## src/rtl/trig_pkg.sv

```systemverilog
package trig_pkg;

    // Per-bit condition codes
    typedef enum logic [2:0] {
        PC_LOW    = 3'd0,
        PC_HIGH   = 3'd1,
        PC_DC     = 3'd2,
        PC_RISE   = 3'd3,
        PC_FALL   = 3'd4,
        PC_EITHER = 3'd5,
        PC_STEADY = 3'd6,
        PC_SPARE  = 3'd7
    } pcode_e;

    // Word-level operators
    typedef enum logic [2:0] {
        OP_EQ  = 3'd0,
        OP_NE  = 3'd1,
        OP_GT  = 3'd2,
        OP_GE  = 3'd3,
        OP_LT  = 3'd4,
        OP_LE  = 3'd5,
        OP_IN  = 3'd6,
        OP_OUT = 3'd7
    } cmp_op_e;

    // History tracker states
    typedef enum logic {
        ST_PRIME = 1'b0,
        ST_TRACK = 1'b1
    } hist_state_e;

    localparam int MODE_BASIC = 0;
    localparam int MODE_EXT   = 1;
    localparam int MODE_RANGE = 2;

    localparam int CODE_W = 3;

endpackage

```

## src/rtl/trig_bit_eval.sv

```systemverilog
module trig_bit_eval
    import trig_pkg::*;
(
    input  logic [CODE_W-1:0] code_i,
    input  logic              cur_i,
    input  logic              prev_i,
    input  logic              hist_ok_i,
    output logic              bit_ok_o,
    output logic              edge_ok_o,
    output logic              care_o
);

    logic is_edge_code;
    logic edge_term;

    always_comb begin
        bit_ok_o     = 1'b1;
        is_edge_code = 1'b0;
        care_o       = 1'b1;
        edge_term    = 1'b1;
        unique case (pcode_e'(code_i))
            PC_LOW:    bit_ok_o = ~cur_i;
            PC_HIGH:   bit_ok_o = cur_i;
            PC_DC:     care_o   = 1'b0;
            PC_RISE: begin
                is_edge_code = 1'b1;
                edge_term    = ~prev_i & cur_i;
                bit_ok_o     = hist_ok_i & edge_term;
            end
            PC_FALL: begin
                is_edge_code = 1'b1;
                edge_term    = prev_i & ~cur_i;
                bit_ok_o     = hist_ok_i & edge_term;
            end
            PC_EITHER: begin
                is_edge_code = 1'b1;
                edge_term    = prev_i ^ cur_i;
                bit_ok_o     = hist_ok_i & edge_term;
            end
            PC_STEADY: begin
                is_edge_code = 1'b1;
                edge_term    = ~(prev_i ^ cur_i);
                bit_ok_o     = hist_ok_i & edge_term;
            end
            PC_SPARE:  care_o   = 1'b0;
        endcase
        edge_ok_o = is_edge_code ? bit_ok_o : 1'b1;
    end

endmodule

```

## src/rtl/trig_word_cmp.sv

```systemverilog
module trig_word_cmp
    import trig_pkg::*;
#(
    parameter int W    = 8,
    parameter int MODE = MODE_RANGE
) (
    input  logic [W-1:0] val_i,
    input  logic [W-1:0] lo_i,
    input  logic [W-1:0] hi_i,
    input  logic [2:0]   op_i,
    input  logic         bits_ok_i,
    input  logic         edges_ok_i,
    output logic         hit_o
);

    logic gt_a, ge_a, lt_a, le_a;
    logic in_win;

    generate
        if (MODE >= MODE_EXT) begin : g_order
            assign gt_a = val_i >  lo_i;
            assign ge_a = val_i >= lo_i;
            assign lt_a = val_i <  lo_i;
            assign le_a = val_i <= lo_i;
        end else begin : g_no_order
            assign gt_a = 1'b0;
            assign ge_a = 1'b0;
            assign lt_a = 1'b0;
            assign le_a = 1'b0;
        end

        if (MODE >= MODE_RANGE) begin : g_window
            logic above_lo, below_hi;
            assign above_lo = val_i >= lo_i;
            assign below_hi = val_i <= hi_i;
            assign in_win   = above_lo & below_hi;
        end else begin : g_no_window
            assign in_win = 1'b0;
        end
    endgenerate

    always_comb begin
        hit_o = 1'b0;
        unique case (cmp_op_e'(op_i))
            OP_EQ:  hit_o = bits_ok_i;
            OP_NE:  hit_o = ~bits_ok_i;
            OP_GT:  hit_o = (MODE >= MODE_EXT) && edges_ok_i && gt_a;
            OP_GE:  hit_o = (MODE >= MODE_EXT) && edges_ok_i && ge_a;
            OP_LT:  hit_o = (MODE >= MODE_EXT) && edges_ok_i && lt_a;
            OP_LE:  hit_o = (MODE >= MODE_EXT) && edges_ok_i && le_a;
            OP_IN:  hit_o = (MODE >= MODE_RANGE) && edges_ok_i && in_win;
            OP_OUT: hit_o = (MODE >= MODE_RANGE) && edges_ok_i && ~in_win;
        endcase
    end

endmodule

```

## src/rtl/trig_comparator.sv

```systemverilog
module trig_comparator
    import trig_pkg::*;
#(
    parameter int W    = 8,
    parameter int MODE = MODE_RANGE
) (
    input  logic                clk,
    input  logic                rst_n,
    input  logic [W-1:0]        probe_i,
    input  logic [CODE_W*W-1:0] pattern_i,
    input  logic [2:0]          op_i,
    input  logic [W-1:0]        opa_i,
    input  logic [W-1:0]        opb_i,
    output logic                match_o
);

    localparam int PAT_W = CODE_W * W;

    hist_state_e state_q, state_d;
    logic [W-1:0] prev_q;
    logic         hist_ok;

    logic [W-1:0] bit_ok, edge_ok, care;
    logic         all_bits_ok, all_edges_ok;
    logic [W-1:0] val_m, lo_m, hi_m;
    logic         hit;

    // State register
    always_ff @(posedge clk or negedge rst_n) begin
        if (!rst_n) state_q <= ST_PRIME;
        else        state_q <= state_d;
    end

    // Next state: first_sample, keep_tracking
    always_comb begin
        state_d = state_q;
        unique case (state_q)
            ST_PRIME: state_d = ST_TRACK;
            ST_TRACK: state_d = ST_TRACK;
        endcase
    end

    assign hist_ok = (state_q == ST_TRACK);

    // Per-bit evaluation
    generate
        for (genvar i = 0; i < W; i++) begin : g_bit
            trig_bit_eval u_eval (
                .code_i    (pattern_i[CODE_W*i +: CODE_W]),
                .cur_i     (probe_i[i]),
                .prev_i    (prev_q[i]),
                .hist_ok_i (hist_ok),
                .bit_ok_o  (bit_ok[i]),
                .edge_ok_o (edge_ok[i]),
                .care_o    (care[i])
            );
        end
    endgenerate

    assign all_bits_ok  = &bit_ok;
    assign all_edges_ok = &edge_ok;
    assign val_m = probe_i & care;
    assign lo_m  = opa_i   & care;
    assign hi_m  = opb_i   & care;

    trig_word_cmp #(.W(W), .MODE(MODE)) u_cmp (
        .val_i      (val_m),
        .lo_i       (lo_m),
        .hi_i       (hi_m),
        .op_i       (op_i),
        .bits_ok_i  (all_bits_ok),
        .edges_ok_i (all_edges_ok),
        .hit_o      (hit)
    );

    // Output and history registers
    always_ff @(posedge clk or negedge rst_n) begin
        if (!rst_n) begin
            match_o <= 1'b0;
            prev_q  <= '0;
        end else begin
            match_o <= hit;
            prev_q  <= probe_i;
        end
    end

    logic unused_w;
    assign unused_w = ^PAT_W;

endmodule

```

## config.mk

```make
export PLATFORM = sky130hd
export DESIGN_NAME = trig_comparator
export DESIGN_NICKNAME = d
export VERILOG_FILES = /design/src/rtl/trig_pkg.sv /design/src/rtl/trig_bit_eval.sv /design/src/rtl/trig_word_cmp.sv /design/src/rtl/trig_comparator.sv
export SDC_FILE = /design/constraint.sdc
export NUM_CORES = 1
export LEC_CHECK = 0
export CAP_MARGIN = 20
export CORE_MARGIN = 2
export CORE_UTILIZATION = 45
export DETAILED_ROUTE_END_ITERATION = 8
export GPL_TIMING_DRIVEN = 0
export HOLD_SLACK_MARGIN = 0.05
export PLACE_DENSITY_LB_ADDON = 0.12
export SLEW_MARGIN = 5
export SYNTH_ARGS = -nofsm -noshare
export SYNTH_HDL_FRONTEND = slang
export SYNTH_SLANG_ARGS = --single-unit
```

## constraint.sdc

```tcl
create_clock -name clk -period 5.8 [get_ports clk]
set_input_delay 1.74 -clock clk [delete_from_list [all_inputs] [get_ports clk]]
set_output_delay 1.74 -clock clk [all_outputs]
set_load 0.05 [all_outputs]
```

==> impl_metrics.toml <==
[clock_network]
postCtsSetupBuffers = 0
clkLatencyLatePin_ps = 240
cts_root_buf = "clkbuf_8"
cts_max_level = 1
cts_inserted_buffers = 3
cts_resized = 0
cts.hold.buffers_added = 0
clk_pin_slew_worst_paths_ps = 50
cts.sinks = 10
cts_tree = "built"
cts_buffer_depth = 2

[synthesis]
avgSynthCellArea_um2 = 7.33
ys_warn_count = 0
ys_types = 54
synth_top_cell_area_share = 0.199
synth_ff_type = "dfrtp_1"
ys_ff_latch = 10
yosysTopAreaCell = "ha_1"
synth.net_count = 341
seq_area_frac_synth = 0.132
async_flop_share = 1.00
synth_edf_count = 0
synthCells = 258
syn-cell-area_um2 = 1890
synth.area.top_cells = "ha_1 20%, dfrtp_1 13%, nand2_1 7.3%"

[route]
vias = 2011
drc = 0
drt_wl_total_mm = 4.94
wire_per_inst_um = 13.7
vias_per_cell = 5.56
dr.pass1.iters = 4
drtIter0Drc = 144
drt.antenna.violating_nets = 0

[setup_path]
max_stage_delay_ps = 570
arrival_ps = 4700
r2r_slack_ps = 3160
reg2reg_from = "prev_q[0]$_DFF_PN0_"
path_cells = "clkdlybuf4s50_1 > clkbuf_1 > inv_1 > ha_1 > mux2i_1 > a311oi_1 > nor4_1 > or4_1 > a2111oi_0 > or3_1"
cp_slowest_cell = "or4_1"
end_kind = "flip-flop"
worstPathMaxFanout = 8
r2r_end = "match_o$_DFF_PN0_"
worst-path-buf-inv = 3
path_class = "in2reg"
critPathLaunchType = "input pin"
required_ps = 5990
r2r_cells = 8
crit_family = "buffers and inverters"

[grt]
grt_pass1_wl_mm = 7.98
grt-ovfl-total = 0
antenna_found_initial = 0
grt_pass1_vias = 1745
grt_usage = 0.223
grt_max_degree = 11

[job]
maxCapViolCount = 0

[hold_path]
whs_endpoint = "match_o$_DFF_PN0_"
min_path_cells = 6
hp-start = "prev_q[6]$_DFF_PN0_"
min_path_type = "reg2reg"

[floorplan]
die_area_um2 = 4740
io_pins = 54
fp.dieH_um = 68.8
initial_core_util = 0.469
die-width_um = 68.8
rows = 23
coreArea_um2 = 4030

[timing]
setup_viol = 0
rsz0062_at_grt = "false"
clock.fmax_mhz = 222
maxSlewViolCount = 0
hold_viol = 0
period_share = 0.778
finalCriticalPeriod_ps = 4510
maxSlewHeadroom = 0.634
fin_worst_skew_ps = 0.509
setup_tns_ps = 0
worst_slew_pin_slew_ps = 547

[cells_and_area]
nets = 397
drive_above_1_share = 0.0417
area_growth_pct = 32.5
final_cell_mix = "51 x clkdlybuf4s50_1, 37 x nand2_1, 30 x ha_1"
diodes = 0
final_common_cell = "clkdlybuf4s50_1"

[power_and_ir_drop]
p_leak_nw = 1.10
power_density_nw_per_um2 = 131
total_power_mw = 0.327
irDropWorstVdd_v = 0.0000936

[place]
port_buffers = 51
dpl.hpwl_mm = 4.05
gp_congestion = 0.846

[run_status]
status = "finished, final reports clean"
## per-layer routing
layer | wire [um] | track usage | vias up
met5 | 0 | 0 | -
met4 | 28 | 0.0515 | 0
met3 | 261 | 0.0260 | 3
met2 | 2260 | 0.359 | 54
met1 | 2400 | 0.316 | 901
li1 | - | - | 1053
## worst reg2reg max path, stage by stage (launching register included)
cell and delay, ps:
dfrtp_1 380, ha_1 320, or3b_2 450, a41oi_1 290
o221ai_1 150, o311a_1 140, nand4b_1 160, mux2_1 330
or3_1 300
## Yosys cell counts (all sizes together) (3+ instances only)
cell type	count
nor2b	6
a21oi	25
nand2	37
ha	30
o21ai	8
dfrtp	10
o211ai	3
nor3	6
nand3	11
nand2b	3
nand4	3
mux2i	3
buf	4
o221ai	4
inv	22
nor2	16
and2	5
or3	3
o22ai	4
xnor2	11
and4b	3
## how the worst max path moves through the flow
stage / from / to / slack [ps] / cells past startpoint
after floorplan: probe_i[2] / match_o$_DFF_PN0_ / 1900 / 9
after global placement: probe_i[2] / match_o$_DFF_PN0_ / 1110 / 10
after detailed placement: probe_i[2] / match_o$_DFF_PN0_ / 1000 / 10
after CTS: probe_i[2] / match_o$_DFF_PN0_ / 1260 / 10
after global routing: probe_i[2] / match_o$_DFF_PN0_ / 1100 / 10
final: probe_i[2] / match_o$_DFF_PN0_ / 1290 / 10
## cell families (layout without fill, tap and decap cells)
| logic type | Yosys count | count (layout) | synth area share |
|---|---|---|---|
| AO/OA/AOI/OAI | 64 | 64 | 0.224 |
| XOR/XNOR | 13 | 13 | 0.0602 |
| adder cells (fa/ha/maj) | 30 | 30 | 0.199 |
| buffers and inverters | 27 | 81 | 0.0596 |
| flip-flops | 10 | 10 | 0.132 |
| multiplexers | 4 | 4 | 0.0218 |
| other | 1 | 1 | 0.00198 |
| AND/OR/NAND/NOR | 109 | 109 | 0.302 |
## cell type report
cell class / instances / area [um^2]
multi-input combinational: 221 / 1530
sequential: 10 / 250
inverter: 22 / 82.6
timing repair buffer: 51 / 510
buffer: 5 / 30.0
fill: 394 / 1520
tap: 50 / 62.6
clock buffer: 3 / 41.3
## power by group
group	switching, mW	internal (mW)	total [mW]
clock	0.0325	0.0459	0.0784
sequential	0.00201	0.0735	0.0755
combinational	0.0866	0.0865	0.173
## sequential cells by signal (all words and copies together), names as in the netlist
signal   flops
hist_ok      1
match_o      1
prev_q       8
## stage by stage
step / utilization / area [um^2] / instances / hold WS, ps / setup WS [ps]
floorplan: - / 1890 / 258 / 1040 / 1900
global placement: 0.611 / 2460 / 359 / 1200 / 1110
detailed placement: 0.611 / 2460 / 359 / 1210 / 995
CTS: 0.622 / 2500 / 362 / 1220 / 1260
global route: 0.622 / 2500 / 362 / 1340 / 1100
finish: 0.622 / 2500 / 362 / 1230 / 1290
(Power assumes the default switching activity.)
